## config.mk

```make
export PLATFORM = sky130hd
export DESIGN_NAME = ptr_agu
export DESIGN_NICKNAME = d
export VERILOG_FILES = /design/src/rtl/agu_pkg.sv /design/src/rtl/agu_ptr_pick.sv /design/src/rtl/agu_calc.sv /design/src/rtl/agu_region.sv /design/src/rtl/ptr_agu.sv
export SDC_FILE = /design/constraint.sdc
export NUM_CORES = 1
export LEC_CHECK = 0
export ABC_AREA = 1
export CAP_MARGIN = 30
export CORE_MARGIN = 5
export CORE_UTILIZATION = 45
export CTS_CLUSTER_SIZE = 28
export DETAILED_ROUTE_END_ITERATION = 8
export DONT_BUFFER_PORTS = 1
export PLACE_DENSITY = 0.57
export SETUP_SLACK_MARGIN = 0.2
export SYNTH_ARGS = -nofsm -noshare
export SYNTH_HDL_FRONTEND = slang
export SYNTH_HIERARCHICAL = 1
export SYNTH_SLANG_ARGS = --single-unit
```

## constraint.sdc

```tcl
create_clock -name clk -period 4.21 [get_ports clk]
set_input_delay 0.421 -clock clk [delete_from_list [all_inputs] [get_ports clk]]
set_output_delay 0.421 -clock clk [all_outputs]
set_load 0.01 [all_outputs]
```

## src/rtl/agu_pkg.sv

```systemverilog
package agu_pkg;
  typedef enum logic [2:0] {
    AM_DIRECT  = 3'd0,
    AM_IND     = 3'd1,
    AM_DISP    = 3'd2,
    AM_PREDEC  = 3'd3,
    AM_POSTINC = 3'd4,
    AM_IOREG   = 3'd5,
    AM_CONST   = 3'd6,
    AM_JUMP    = 3'd7
  } amode_e;

  typedef enum logic [1:0] {
    RG_NONE  = 2'd0,
    RG_RFILE = 2'd1,
    RG_IO    = 2'd2,
    RG_SRAM  = 2'd3
  } region_e;

  typedef enum logic [1:0] {
    PS_A    = 2'd0,
    PS_B    = 2'd1,
    PS_C    = 2'd2,
    PS_RSVD = 2'd3
  } psel_e;
endpackage

```

## src/rtl/agu_ptr_pick.sv

```systemverilog
module agu_ptr_pick #(
  parameter int BW       = 8,
  parameter int RF_DEPTH = 32,
  parameter int NPTR     = 3,
  parameter int AW       = 2 * BW,
  parameter int RIW      = $clog2(RF_DEPTH)
) (
  input  logic [2*NPTR*BW-1:0] ptr_bytes_i,
  input  logic [1:0]           sel_i,
  output logic [AW-1:0]        ptr_o,
  output logic [AW-1:0]        zptr_o,
  output logic [RIW-1:0]       idx_o,
  output logic                 sel_bad_o
);
  localparam logic [RIW-1:0] PTR_BASE = RIW'(RF_DEPTH - 2 * NPTR);

  logic [AW-1:0] ptrs [NPTR];

  for (genvar g = 0; g < NPTR; g++) begin : g_pair
    assign ptrs[g] = {ptr_bytes_i[(2*g+1)*BW +: BW], ptr_bytes_i[(2*g)*BW +: BW]};
  end

  assign zptr_o = ptrs[NPTR-1];

  always_comb begin
    sel_bad_o = (int'(sel_i) >= NPTR);
    ptr_o     = '0;
    idx_o     = '0;
    if (!sel_bad_o) begin
      ptr_o = ptrs[sel_i];
      idx_o = PTR_BASE + RIW'({sel_i, 1'b0});
    end
  end
endmodule

```

## src/rtl/agu_calc.sv

```systemverilog
module agu_calc
  import agu_pkg::*;
#(
  parameter int AW       = 16,
  parameter int DISP_W   = 6,
  parameter int RF_DEPTH = 32
) (
  input  logic [2:0]        mode_i,
  input  logic [1:0]        sel_i,
  input  logic              sel_bad_i,
  input  logic [AW-1:0]     ptr_i,
  input  logic [AW-1:0]     zptr_i,
  input  logic [DISP_W-1:0] disp_i,
  input  logic [AW-1:0]     direct_i,
  output logic [AW-1:0]     ea_o,
  output logic              dspace_o,
  output logic              pspace_o,
  output logic              bad_o,
  output logic [AW-1:0]     pm_addr_o,
  output logic              pm_hi_o,
  output logic              wb_en_o,
  output logic [AW-1:0]     wb_val_o
);
  localparam logic [AW-1:0] ONE     = AW'(1);
  localparam logic [AW-1:0] IO_BASE = AW'(RF_DEPTH);

  logic [AW-1:0] disp_ext;
  logic [AW-1:0] ptr_dec;
  logic [AW-1:0] ptr_inc;
  logic          disp_base_ok;

  assign disp_ext     = {{(AW-DISP_W){1'b0}}, disp_i};
  assign ptr_dec      = ptr_i - ONE;
  assign ptr_inc      = ptr_i + ONE;
  assign disp_base_ok = (sel_i == PS_B) || (sel_i == PS_C);

  always_comb begin
    ea_o      = '0;
    dspace_o  = 1'b0;
    pspace_o  = 1'b0;
    bad_o     = 1'b0;
    pm_addr_o = '0;
    pm_hi_o   = 1'b0;
    wb_en_o   = 1'b0;
    wb_val_o  = '0;
    unique case (amode_e'(mode_i))
      AM_DIRECT: begin
        ea_o     = direct_i;
        dspace_o = 1'b1;
      end
      AM_IND: begin
        if (sel_bad_i) bad_o = 1'b1;
        else begin
          ea_o     = ptr_i;
          dspace_o = 1'b1;
        end
      end
      AM_DISP: begin
        if (sel_bad_i || !disp_base_ok) bad_o = 1'b1;
        else begin
          ea_o     = ptr_i + disp_ext;
          dspace_o = 1'b1;
        end
      end
      AM_PREDEC: begin
        if (sel_bad_i) bad_o = 1'b1;
        else begin
          ea_o     = ptr_dec;
          dspace_o = 1'b1;
          wb_en_o  = 1'b1;
          wb_val_o = ptr_dec;
        end
      end
      AM_POSTINC: begin
        if (sel_bad_i) bad_o = 1'b1;
        else begin
          ea_o     = ptr_i;
          dspace_o = 1'b1;
          wb_en_o  = 1'b1;
          wb_val_o = ptr_inc;
        end
      end
      AM_IOREG: begin
        ea_o     = IO_BASE + disp_ext;
        dspace_o = 1'b1;
      end
      AM_CONST: begin
        pspace_o  = 1'b1;
        pm_addr_o = {1'b0, zptr_i[AW-1:1]};
        pm_hi_o   = zptr_i[0];
      end
      default: begin
        pspace_o  = 1'b1;
        pm_addr_o = zptr_i;
      end
    endcase
  end
endmodule

```

## src/rtl/agu_region.sv

```systemverilog
module agu_region
  import agu_pkg::*;
#(
  parameter int AW         = 16,
  parameter int RF_DEPTH   = 32,
  parameter int IO_DEPTH   = 64,
  parameter int SRAM_DEPTH = 128
) (
  input  logic [AW-1:0] addr_i,
  input  logic          en_i,
  output logic [1:0]    region_o,
  output logic          oor_o
);
  localparam logic [AW-1:0] RF_END = AW'(RF_DEPTH);
  localparam logic [AW-1:0] IO_END = AW'(RF_DEPTH + IO_DEPTH);
  localparam logic [AW-1:0] SR_END = AW'(RF_DEPTH + IO_DEPTH + SRAM_DEPTH);

  always_comb begin
    region_o = RG_NONE;
    oor_o    = 1'b0;
    if (en_i) begin
      if (addr_i < RF_END)      region_o = RG_RFILE;
      else if (addr_i < IO_END) region_o = RG_IO;
      else if (addr_i < SR_END) region_o = RG_SRAM;
      else                      oor_o    = 1'b1;
    end
  end
endmodule

```

## src/rtl/ptr_agu.sv

```systemverilog
module ptr_agu
  import agu_pkg::*;
#(
  parameter int BW         = 8,
  parameter int DISP_W     = 6,
  parameter int RF_DEPTH   = 32,
  parameter int IO_DEPTH   = 64,
  parameter int SRAM_DEPTH = 128,
  parameter int NPTR       = 3,
  parameter int AW         = 2 * BW,
  parameter int RIW        = $clog2(RF_DEPTH)
) (
  input  logic                 clk,
  input  logic                 rst,
  input  logic                 start_i,
  input  logic [2:0]           mode_i,
  input  logic [1:0]           ptr_sel_i,
  input  logic [DISP_W-1:0]    disp_i,
  input  logic [AW-1:0]        direct_addr_i,
  input  logic [2*NPTR*BW-1:0] ptr_bytes_i,
  output logic                 valid_o,
  output logic [AW-1:0]        ea_o,
  output logic [1:0]           region_o,
  output logic                 oor_o,
  output logic                 illegal_o,
  output logic                 prog_o,
  output logic [AW-1:0]        pm_addr_o,
  output logic                 pm_hi_o,
  output logic [1:0]           wb_we_o,
  output logic [RIW-1:0]       wb_idx_o,
  output logic [AW-1:0]        wb_data_o
);
  logic [AW-1:0]  sel_ptr;
  logic [AW-1:0]  z_ptr;
  logic [RIW-1:0] sel_idx;
  logic           sel_bad;
  logic [AW-1:0]  c_ea;
  logic           c_dspace;
  logic           c_pspace;
  logic           c_bad;
  logic [AW-1:0]  c_pm_addr;
  logic           c_pm_hi;
  logic           c_wb_en;
  logic [AW-1:0]  c_wb_val;
  logic [1:0]     c_region;
  logic           c_oor;

  agu_ptr_pick #(.BW(BW), .RF_DEPTH(RF_DEPTH), .NPTR(NPTR), .AW(AW), .RIW(RIW)) u_pick (
    .ptr_bytes_i (ptr_bytes_i),
    .sel_i       (ptr_sel_i),
    .ptr_o       (sel_ptr),
    .zptr_o      (z_ptr),
    .idx_o       (sel_idx),
    .sel_bad_o   (sel_bad)
  );

  agu_calc #(.AW(AW), .DISP_W(DISP_W), .RF_DEPTH(RF_DEPTH)) u_calc (
    .mode_i    (mode_i),
    .sel_i     (ptr_sel_i),
    .sel_bad_i (sel_bad),
    .ptr_i     (sel_ptr),
    .zptr_i    (z_ptr),
    .disp_i    (disp_i),
    .direct_i  (direct_addr_i),
    .ea_o      (c_ea),
    .dspace_o  (c_dspace),
    .pspace_o  (c_pspace),
    .bad_o     (c_bad),
    .pm_addr_o (c_pm_addr),
    .pm_hi_o   (c_pm_hi),
    .wb_en_o   (c_wb_en),
    .wb_val_o  (c_wb_val)
  );

  agu_region #(.AW(AW), .RF_DEPTH(RF_DEPTH), .IO_DEPTH(IO_DEPTH), .SRAM_DEPTH(SRAM_DEPTH)) u_region (
    .addr_i   (c_ea),
    .en_i     (c_dspace),
    .region_o (c_region),
    .oor_o    (c_oor)
  );

  always_ff @(posedge clk) begin
    if (rst) begin
      valid_o   <= 1'b0;
      ea_o      <= '0;
      region_o  <= RG_NONE;
      oor_o     <= 1'b0;
      illegal_o <= 1'b0;
      prog_o    <= 1'b0;
      pm_addr_o <= '0;
      pm_hi_o   <= 1'b0;
      wb_we_o   <= 2'b00;
      wb_idx_o  <= '0;
      wb_data_o <= '0;
    end else begin
      valid_o <= start_i;
      wb_we_o <= 2'b00;
      if (start_i) begin
        ea_o      <= c_ea;
        region_o  <= c_region;
        oor_o     <= c_oor;
        illegal_o <= c_bad;
        prog_o    <= c_pspace;
        pm_addr_o <= c_pm_addr;
        pm_hi_o   <= c_pm_hi;
        wb_we_o   <= {c_wb_en, c_wb_en};
        wb_idx_o  <= sel_idx;
        wb_data_o <= c_wb_val;
      end
    end
  end
endmodule

```

==> results of run 1 <==
==> registers in the layout, summed over array words and instances (netlist names) <==
signal     flops
oor_o          1
prog_o         1
wb_data_o     16
valid_o        1
pm_addr_o     16
ea_o          16
pm_hi_o        1
wb_idx_o       5
region_o       2
wb_we_o        1
illegal_o      1
==> routing by layer <==
| layer | wire length, µm | vias to the layer above | part of all wire | track usage |
|---|---|---|---|---|
| li1 | - | 2924 | - | - |
| met1 | 7250 | 2414 | 0.43 | 0.290 |
| met2 | 7690 | 186 | 0.46 | 0.378 |
| met3 | 1440 | 28 | 0.086 | 0.0678 |
| met4 | 436 | 0 | 0.026 | 0.0763 |
| met5 | 0 | - | 0 | 0 |
==> placed cells by master (no fill, tap or decap), types with 6 or more instances in the layout <==
master / count
nand3_1: 71
inv_2: 10
inv_1: 158
nor2_1: 175
nand3_2: 10
dfxtp_1: 61
nand4_1: 10
a21oi_2: 11
o22ai_1: 9
a21oi_1: 20
o22ai_2: 9
nor2_4: 9
nand2_1: 298
clkbuf_16: 9
nand2_2: 12
o21ai_0: 16
nor2_2: 6
buf_4: 10
ha_1: 10
==> cell type report <==
| class | instances | area [µm²] |
|---|---|---|
| inverter | 170 | 646 |
| clock buffer | 9 | 225 |
| sequential | 61 | 1220 |
| fill | 1427 | 6330 |
| timing repair buffer | 10 | 75.1 |
| multi-input combinational | 699 | 3330 |
| clock inverter | 7 | 75.1 |
| tap | 168 | 210 |
==> final timing paths <==
check            endpoint  slack [ns]          from
max           region_o[0]        1.18  ptr_sel_i[1]
min               valid_o        0.15           rst
max reg2reg   region_o[0]        3.58   region_o[0]
min reg2reg  wb_data_o[4]        0.51  wb_data_o[4]
==> cell usage after synthesis (10+ instances only) <==
master,number
buf_2,19
ha_1,10
inv_1,158
buf_6,11
o21ai_0,16
nand4_1,10
buf_4,23
a21oi_1,20
inv_2,10
nand3_2,10
nand2_2,12
a21oi_2,11
nand3_1,71
nand2_1,298
dfxtp_1,61
nor2_1,175
==> power by group <==
| group | switching, µW | internal (µW) |
|---|---|---|
| Sequential | 44.3 | 616 |
| Combinational | 298 | 147 |
| Clock | 270 | 459 |
| Total | 612 | 1220 |
==> cells by family (layout without fill, tap and decap cells) <==
family,Yosys count,in the layout,share of synthesized area
AOI/OAI and AO/OA,82,82,0.101
xor gates and xnor gates,2,2,0.00312
other,1,1,0.000668
buffers and inverters,229,196,0.189
DFF,61,61,0.218
adders and majority gates,11,11,0.0259
and+or+nand+nor,603,603,0.463
==> through the flow <==
step,cell area (µm²),std cells
2_1_floorplan,5610,989
3_3_place_gp,5480,1108
3_5_place_dp,5480,1108
4_1_cts,5780,1124
5_1_grt,5780,1124
6_report,5780,1124
==> summary.md, run 1 <==
| Metric | Value |
|---|---|
| Status | complete, no violations |
| Yosys top cell area share | 0.218 |
| Setup Skew | 0 ns |
| Antenna cells | 0 |
| Layout Utilization | 0.478 |
| Power per cell area | around 320 nW/µm² |
| Final hold vios | 0 |
| Post-synth EDFFs | 0 |
| Root buffer cell | clkbuf_16 |
| Seq cells post-synth | between 60 and 70 |
| DR vias | 5552 |
| Critical Path AT | 3.31 ns |
| Core area | ~12000 µm² |
| CP top delay family | simple AND/OR/NAND/NOR gates |
| FP Rows | 40 |
| Fraction of registers with async set/reset | 0 |
| Vias in the first global route | around 5.2k |
| Critical Path Most Common Cell | nand2_1 |
| Worst Tran Pin Value | about 0.96 ns |
| Critical path buffer and inverter count | 5 |
| Main synth FF type | dfxtp_1 |
| Largest net degree at the start of global routing | approximately 120 |
| WHS Path Cells | 1 |
| CTS Hold Bufs | 0 |
| CP Capture Type | flip-flop |
| Gr usage total | 0.230 |
| Hold Crit Class | in2reg |
| Initial antenna violation count | 0 |
| Grt total ovfl | 0 |
| Layout cells sized above 1 | 0.105 |
| Worst path depth | 23 |
| Final Power | between 1500 and 2000 µW |
| Clock slew at reported path FFs | roughly 0.060 ns |
| Final min period | 3.03 ns |
| Vias per cell | about 5 |
| Die Area | 14800 µm² |
| Synth area leader | dfxtp_1 |
| CTS tree | built |
| # clock sinks | between 60 and 70 |
| Syn_area_per_cell | about 5.7 µm² |
| VDD IR-drop max | ~0.00018 V |
| Die height | 122 µm |
| H-tree depth | 3 |
| Post-CTS Setup Bufs | 0 |
| Syn Inst Count | 989 |
| Initial Util | 0.463 |
| First-pass GRT wire length | roughly 27 mm |
| Leakage | roughly 0.0030 µW |
| FMAX | roughly 330 MHz |
| Syn_nets | around 1.1k |
| CTS buffer count | 9 |
| Nets | 1040 |
| PortBufs | 0 |
| Max-slew violations | 0 |
| Fin Hold WS | 0.154 ns |
| Worst reg-to-reg path cell count | 2 |
| Max-cap check violation count | 0 |
| Total wire length | ~17 mm |
| Routability cong. | between 0.9 and 1 |
| Slew headroom | 0.356 |
| Die X | approximately 120 µm |
| Setup Crit Path Kind | in2reg |
| Seq/Total Area, Yosys | 0.218 |
| DRC viols | 0 |
| Crit-path cells | inv_2 -> nor2_8 -> nand2_1 -> a21oi_1 -> buf_4 -> ha_1 -> inv_1 -> fa_1 -> inv_1 -> nand2_1 -> nand3_1 -> nand3_1 -> nand3_1 -> nand3_1 -> nor2_1 -> nand2_1 -> nor2_2 -> nand3_2 -> nor2_1 -> inv_1 -> nand2_1 -> nand2_1 -> nor2_1 |
| Required time of the critical path | between 4 and 5 ns |
| Synthesis-to-layout area growth | 3.05% |
| Tcrit/Tclk final | 0.721 |
| Slowest-stage cell, CP | fa_1 |
| DR WL/cell | 15.0 µm |
| Clock Latency Late Sink | 0.33 ns |
| Crit-path max cell delay | approximately 0.40 ns |
| Drt pass-1 iters | 5 |
| Crit Path Max Fanout | 17 |
| Distinct cells, synth | 41 |
| Final setup viols | 0 |
| CTS Buffer Depth | 2 |
| Resize count post-CTS | 0 |
| Initial DRC count | 357 |
| Ports | 140 |
| Largest cells by area after synthesis | dfxtp_1, nand2_1, nor2_1, inv_1, nand3_1 |
| Detailed Place HPWL | approximately 13 mm |
| Syn. warnings | 6 |
| RSZ-0062 raised after global routing | no |
| Antenna viol nets, final | 0 |
| Pre-CTS WS | a little over 0.8 ns |
| Final worst slack | 1.18 ns |
| CP Launch Type | input pin |
| Synth Cell Area | about 5600 µm² |
| Post-Route Setup TNS | 0 ns |
Note: power is estimated with default switching activity, not from simulation.
==> run 2: changes to the inputs <==
- PLACE_DENSITY: 0.57 -> 0.59
- clock period: 4.21 -> 2.6 ns (I/O delays scaled with it)
==> summary.md, run 2 (same netlist as run 1, synthesis figures left out) <==
| Metric | Value |
|---|---|
| Status | complete, no violations (unchanged) |
| Die height | 122 µm (unchanged) |
| Most common cell after layout, fill and taps aside | nand2_1 (unchanged) |
| Area of the multi-input gates | 3590 µm² (was 3330 µm²) |
| Grt total ovfl | 0 (unchanged) |
| PortBufs | 0 (unchanged) |
| DR WL/cell | 15.0 µm (about the same) |
| Sw Ratio | 0.307 (was 0.334) |
| CTS tree | built (unchanged) |
| Design area | 6630 µm² (was 5780 µm²) |
| Gr usage total | 0.242 (was 0.230) |
| Vias in the first global route | 5598 (was 5201) |
| DRC viols | 0 (unchanged) |
| Initial Util | 0.463 (unchanged) |
| H-tree depth | 3 (unchanged) |
| Required time of the critical path | 2.85 ns (was 4.48 ns) |
| CTS Hold Bufs | 0 (unchanged) |
| FP Rows | 40 (unchanged) |
| Crit Path Max Fanout | 8 (was 17) |
| Synthesis-to-layout area growth | 18.1% (was 3.05%) |
| # clock sinks | 61 (unchanged) |
| Clock Latency Late Sink | 0.31 ns (was 0.33 ns) |
| Vias per cell | 4.89 (was 4.94) |
| Final setup viols | 0 (unchanged) |
| Core area | 12100 µm² (unchanged) |
| Leakage | 0.00339 µW (was 0.00295 µW) |
| Setup Crit Path Kind | in2reg (unchanged) |
| Slew headroom | 0.655 (was 0.356) |
| Drt pass-1 iters | 5 (unchanged) |
| CTS buffer count | 9 (unchanged) |
| Max-cap check violation count | 0 (unchanged) |
| CTS Buffer Depth | 2 (unchanged) |
| Clock slew at reported path FFs | 0.05 ns (was 0.06 ns) |
| Ports | 140 (unchanged) |
| Nets | 1104 (was 1040) |
| Combinational share of power | 0.274 (was 0.243) |
| Worst Tran Pin Value | 0.516 ns (was 0.965 ns) |
| Routability cong. | 0.926 (was 0.937) |
| Clock power frac | 0.404 (was 0.397) |
| Power per cell area | 500 nW/µm² (was 317 nW/µm²) |
| Die X | 122 µm (unchanged) |
| DR vias | 5814 (was 5552) |
| Die Area | 14800 µm² (unchanged) |
| Initial antenna violation count | 0 (unchanged) |
| Sequential power share | 0.323 (was 0.360) |
| Detailed Place HPWL | 14.4 mm (was 13.3 mm) |
| Initial DRC count | 338 (was 357) |
| Fin Hold WS | 0.0232 ns (was 0.154 ns) |
| Largest net degree at the start of global routing | 121 (unchanged) |
| Max-slew violations | 0 (unchanged) |
| CP Launch Type | input pin (unchanged) |
| CP Capture Type | flip-flop (unchanged) |
| Commonest cells after routing, fill and taps aside | nand2_1, nor2_1, inv_1 (unchanged) |
| Hold Crit Class | in2reg (unchanged) |
| Antenna cells | 0 (unchanged) |
| Total wire length | 17.8 mm (was 16.8 mm) |
| Largest regs | ea_o (16), pm_addr_o (16), wb_data_o (16) (unchanged) |
| Final hold vios | 0 (unchanged) |
| Tcrit/Tclk final | 0.890 |
| Layout cells sized above 1 | 0.197 (was 0.105) |
| Reg area | 1220 µm² (unchanged) |
| Int Pwr | 2300 µW (was 1220 µW) |
| FMAX | between 400 and 500 MHz |
| First-pass GRT wire length | 28.4 mm (was 26.7 mm) |
| Placed Area | 6050 µm² (was 5480 µm²) |
| Final min period | 2.31 ns |
| NetSw | 1020 µW (was 612 µW) |
| Setup Skew | 0 ns (unchanged) |
| Critical Path AT | 2.57 ns (was 3.31 ns) |
| Antenna viol nets, final | 0 (unchanged) |
| R2r setup slk | 1.97 ns (was 3.58 ns) |
| Root buffer cell | clkbuf_16 (unchanged) |
| Fillers | 1358 (was 1427) |
| Layout Utilization | 0.548 (was 0.478) |
| VDD IR-drop max | 0.000377 V (was 0.000176 V) |
| Final Power | 3310 µW (was 1830 µW) |
| RSZ-0062 raised after global routing | yes (was no) |
==> run 2: cell count changes in the layout (fill, tap and decap cells not counted), sizes merged <==
cell,change
buf,+63
clkbuf,+1
bufinv,+2
inv,-1
nand3,+1
clkinvlp,-2
==> run 2: worst paths after layout <==
check | from | endpoint | cells after the start
hold reg to reg | wb_data_o[1] | wb_data_o[1] | 2
setup / recovery | ptr_sel_i[1] | region_o[1] | 22
setup reg to reg | region_o[0] | region_o[0] | 2
hold / removal | rst | valid_o | 1
==> run 2: power by group through the flow <==
| stage | clock [µW] | sequential (µW) | combinational (µW) |
|---|---|---|---|
| 3_3_place_gp | 0 | 1090 | 841 |
| 6_report | 1340 | 1070 | 907 |
| 2_1_floorplan | 0 | 1070 | 650 |
| 5_1_grt | 1420 | 1080 | 1020 |
| 4_1_cts | 1360 | 1070 | 849 |
| 3_5_place_dp | 0 | 1090 | 842 |
==> run 2: cell type report <==
cell class | instances | area share
clock buffer | 10 | 0.0345
clock inverter | 6 | 0.0168
inverter | 170 | 0.0996
multi-input combinational | 700 | 0.541
sequential | 61 | 0.184
tap | 168 | 0.0317
timing repair buffer | 73 | 0.0925
==> run 2: repair_timing <==
item | 4_1_cts | 5_1_grt
pin swaps | 0 | 25
gates resized for setup | 3 | 40
buffers inserted | 0 | 5
gates cloned | 0 | 1
setup endpoints to repair | 2 | 3
endpoints found under the hold margin | 0 | 0
==> run 2: routing by layer <==
layer  vias to the layer above  global-route usage  share of wire
met5                         -                   0              0
met4                         0              0.0630          0.019
met3                        21              0.0650          0.080
met2                       179               0.417           0.47
met1                      2565               0.299           0.43
li1                       3049                   -              -
==> run 2: metrics by stage <==
step,cells,setup slack (ns),TNS (ns)
6_report,1188,0.286,0
5_1_grt,1188,0.0591,0
4_1_cts,1182,0.226,0
3_5_place_dp,1166,-0.143,-0.344
3_3_place_gp,1166,-0.125,-0.284
2_1_floorplan,989,0.111,0
==> run 2: worst max-delay path, stage by stage <==
cell,delay (ns)
inv_12,0.03
nor2_8,0.13
nand2_2,0.09
a21oi_4,0.18
ha_4,0.15
inv_2,0.04
fa_2,0.36
inv_2,0.09
nand2_4,0.07
nand3_4,0.14
nand3_2,0.09
nand3_2,0.08
nand3_2,0.09
nor2_1,0.13
nand2_1,0.07
nor2_2,0.14
nand3_2,0.09
nor2_1,0.10
inv_1,0.04
nand2_1,0.05
nand2_1,0.04
nor2_1,0.11
==> run 3: changes to the inputs <==
- SKIP_CTS_REPAIR_TIMING: unset -> 1
==> summary.md, run 3 (same netlist as run 1, synthesis figures left out) <==
| Metric | Value |
|---|---|
| Required time of the critical path | 2.85 ns (about the same) |
| Detailed Place HPWL | 14.4 mm (unchanged) |
| Ports | 140 (unchanged) |
| Post-Route Setup TNS | 0 ns (unchanged) |
| Root buffer cell | clkbuf_16 (unchanged) |
| CP Capture Type | flip-flop (unchanged) |
| Largest net degree at the start of global routing | 121 (unchanged) |
| Gr usage total | 0.242 (about the same) |
| Slew headroom | 0.651 (was 0.655) |
| Crit Path Max Fanout | 8 (unchanged) |
| Largest regs | ea_o (16), pm_addr_o (16), wb_data_o (16) (unchanged) |
| Worst Tran Pin Value | 0.523 ns (was 0.516 ns) |
| Layout cells sized above 1 | 0.199 (was 0.197) |
| Max-slew violations | 0 (unchanged) |
| Combinational share of power | 0.274 (about the same) |
| DR vias | 5850 (was 5814) |
| Final setup viols | 0 (unchanged) |
| Die X | 122 µm (unchanged) |
| Fillers | 1359 (was 1358) |
| Core area | 12100 µm² (unchanged) |
| Status | complete, no violations (unchanged) |
| Clock power frac | 0.404 (about the same) |
| Leakage | 0.00339 µW (about the same) |
| Final Power | 3310 µW (about the same) |
| Die Area | 14800 µm² (unchanged) |
| Vias in the first global route | 5614 (was 5598) |
| Most common cell after layout, fill and taps aside | nand2_1 (unchanged) |
| CTS Buffer Depth | 2 (unchanged) |
| FMAX | 432 MHz (about the same) |
| Power per cell area | 499 nW/µm² (was 500 nW/µm²) |
| DRC viols | 0 (unchanged) |
| DR WL/cell | 15.0 µm (about the same) |
| CTS buffer count | 9 (unchanged) |
| Vias per cell | 4.92 (was 4.89) |
| Clock slew at reported path FFs | 0.05 ns (about the same) |
| # clock sinks | 61 (unchanged) |
| Synthesis-to-layout area growth | 18.2% (was 18.1%) |
| Sequential power share | 0.323 (about the same) |
| H-tree depth | 3 (unchanged) |
| Commonest cells after routing, fill and taps aside | nand2_1, nor2_1, inv_1 (unchanged) |
| Setup Skew | 0 ns (unchanged) |
| Antenna viol nets, final | 0 (unchanged) |
| Int Pwr | 2300 µW (about the same) |
| Clock Latency Late Sink | 0.31 ns (about the same) |
| Final hold vios | 0 (unchanged) |
| RSZ-0062 raised after global routing | yes (unchanged) |
| First-pass GRT wire length | 28.4 mm (about the same) |
| CTS tree | built (unchanged) |
| CP Launch Type | input pin (unchanged) |
| Die height | 122 µm (unchanged) |
| Initial antenna violation count | 0 (unchanged) |
| Placed Area | 6050 µm² (unchanged) |
| Antenna cells | 0 (unchanged) |
| Initial DRC count | 344 (was 338) |
| Hold_sp | rst (unchanged) |
| Initial Util | 0.463 (unchanged) |
| Setup Crit Path Kind | in2reg (unchanged) |
| Crit Reg-Reg Startpoint | region_o[0] (unchanged) |
| NetSw | 1020 µW (about the same) |
| Routability cong. | 0.926 (unchanged) |
| PortBufs | 0 (unchanged) |
| Final min period | 2.31 ns (about the same) |
| Max-cap check violation count | 0 (unchanged) |
| Grt total ovfl | 0 (unchanged) |
| Sw Ratio | 0.307 (about the same) |
| Worst setup path startpoint | ptr_sel_i[1] (unchanged) |
| Tcrit/Tclk final | 0.890 (about the same) |
| VDD IR-drop max | 0.000377 V (about the same) |
| Total wire length | 17.8 mm (about the same) |
| Fin Hold WS | 0.0239 ns (was 0.0232 ns) |
| Nets | 1104 (unchanged) |
| Hold Crit Class | in2reg (unchanged) |
| Critical Path AT | 2.57 ns (about the same) |
| FP Rows | 40 (unchanged) |
| Design area | 6640 µm² (was 6630 µm²) |
| Drt pass-1 iters | 5 (unchanged) |
[run 3: cell counts in the layout (fill, tap and decap cells not counted)]
No cell type changed its count.
[run 3: critical path: stages]
cell     delay [ns]
inv_12         0.03
nor2_8         0.13
nand2_2        0.09
a21oi_4        0.18
ha_4           0.15
inv_2          0.04
fa_2           0.36
inv_2          0.09
nand2_4        0.07
nand3_4        0.14
nand3_2        0.09
nand3_2        0.08
nand3_2        0.09
nor2_1         0.13
nand2_1        0.07
nor2_2         0.14
nand3_2        0.09
nor2_1         0.10
inv_1          0.04
nand2_1        0.05
nand2_1        0.04
nor2_1         0.11
[run 3: path summary, 6_finish.rpt]
check / to / slack (ns) / depth (start not counted)
worst min-delay path: valid_o / 0.02 / 1
worst min register to register: wb_data_o[1] / 0.51 / 2
worst max register to register: region_o[0] / 1.96 / 2
worst max-delay path: region_o[1] / 0.29 / 22
[run 3: routing by layer]
metal,vias to the layer above,routed length [µm],GRT usage
li1,3051,-,-
met1,2557,7450,0.298
met2,217,8320,0.415
met3,25,1590,0.0659
met4,0,412,0.0693
met5,-,0,0
[run 3: per-stage QoR]
stage                     setup slack, ns  instances  utilization
after floorplan                     0.111        989            -
after global placement             -0.125       1166        0.499
after detailed placement           -0.143       1166        0.499
after CTS                           0.161       1182        0.527
after global routing               0.0591       1188        0.548
final                               0.287       1188        0.548
[run 3: final cells by class]
| cell class | count | area (µm²) | share of cell area |
|---|---|---|---|
| multi-input cells | 700 | 3590 | 0.541 |
| clock buffers | 10 | 229 | 0.0345 |
| well taps | 168 | 210 | 0.0317 |
| clock inverters | 6 | 111 | 0.0168 |
| repair buffers | 73 | 613 | 0.0924 |
| flip-flops and latches | 61 | 1220 | 0.184 |
| inverters | 170 | 661 | 0.0995 |
[run 3: power by group through the flow]
stage / logic (µW) / clock network [µW] / registers (µW)
after CTS: 846 / 1360 / 1070
after global placement: 841 / 0 / 1090
after detailed placement: 842 / 0 / 1090
after floorplan: 650 / 0 / 1070
after global routing: 1020 / 1420 / 1080
final: 907 / 1340 / 1070
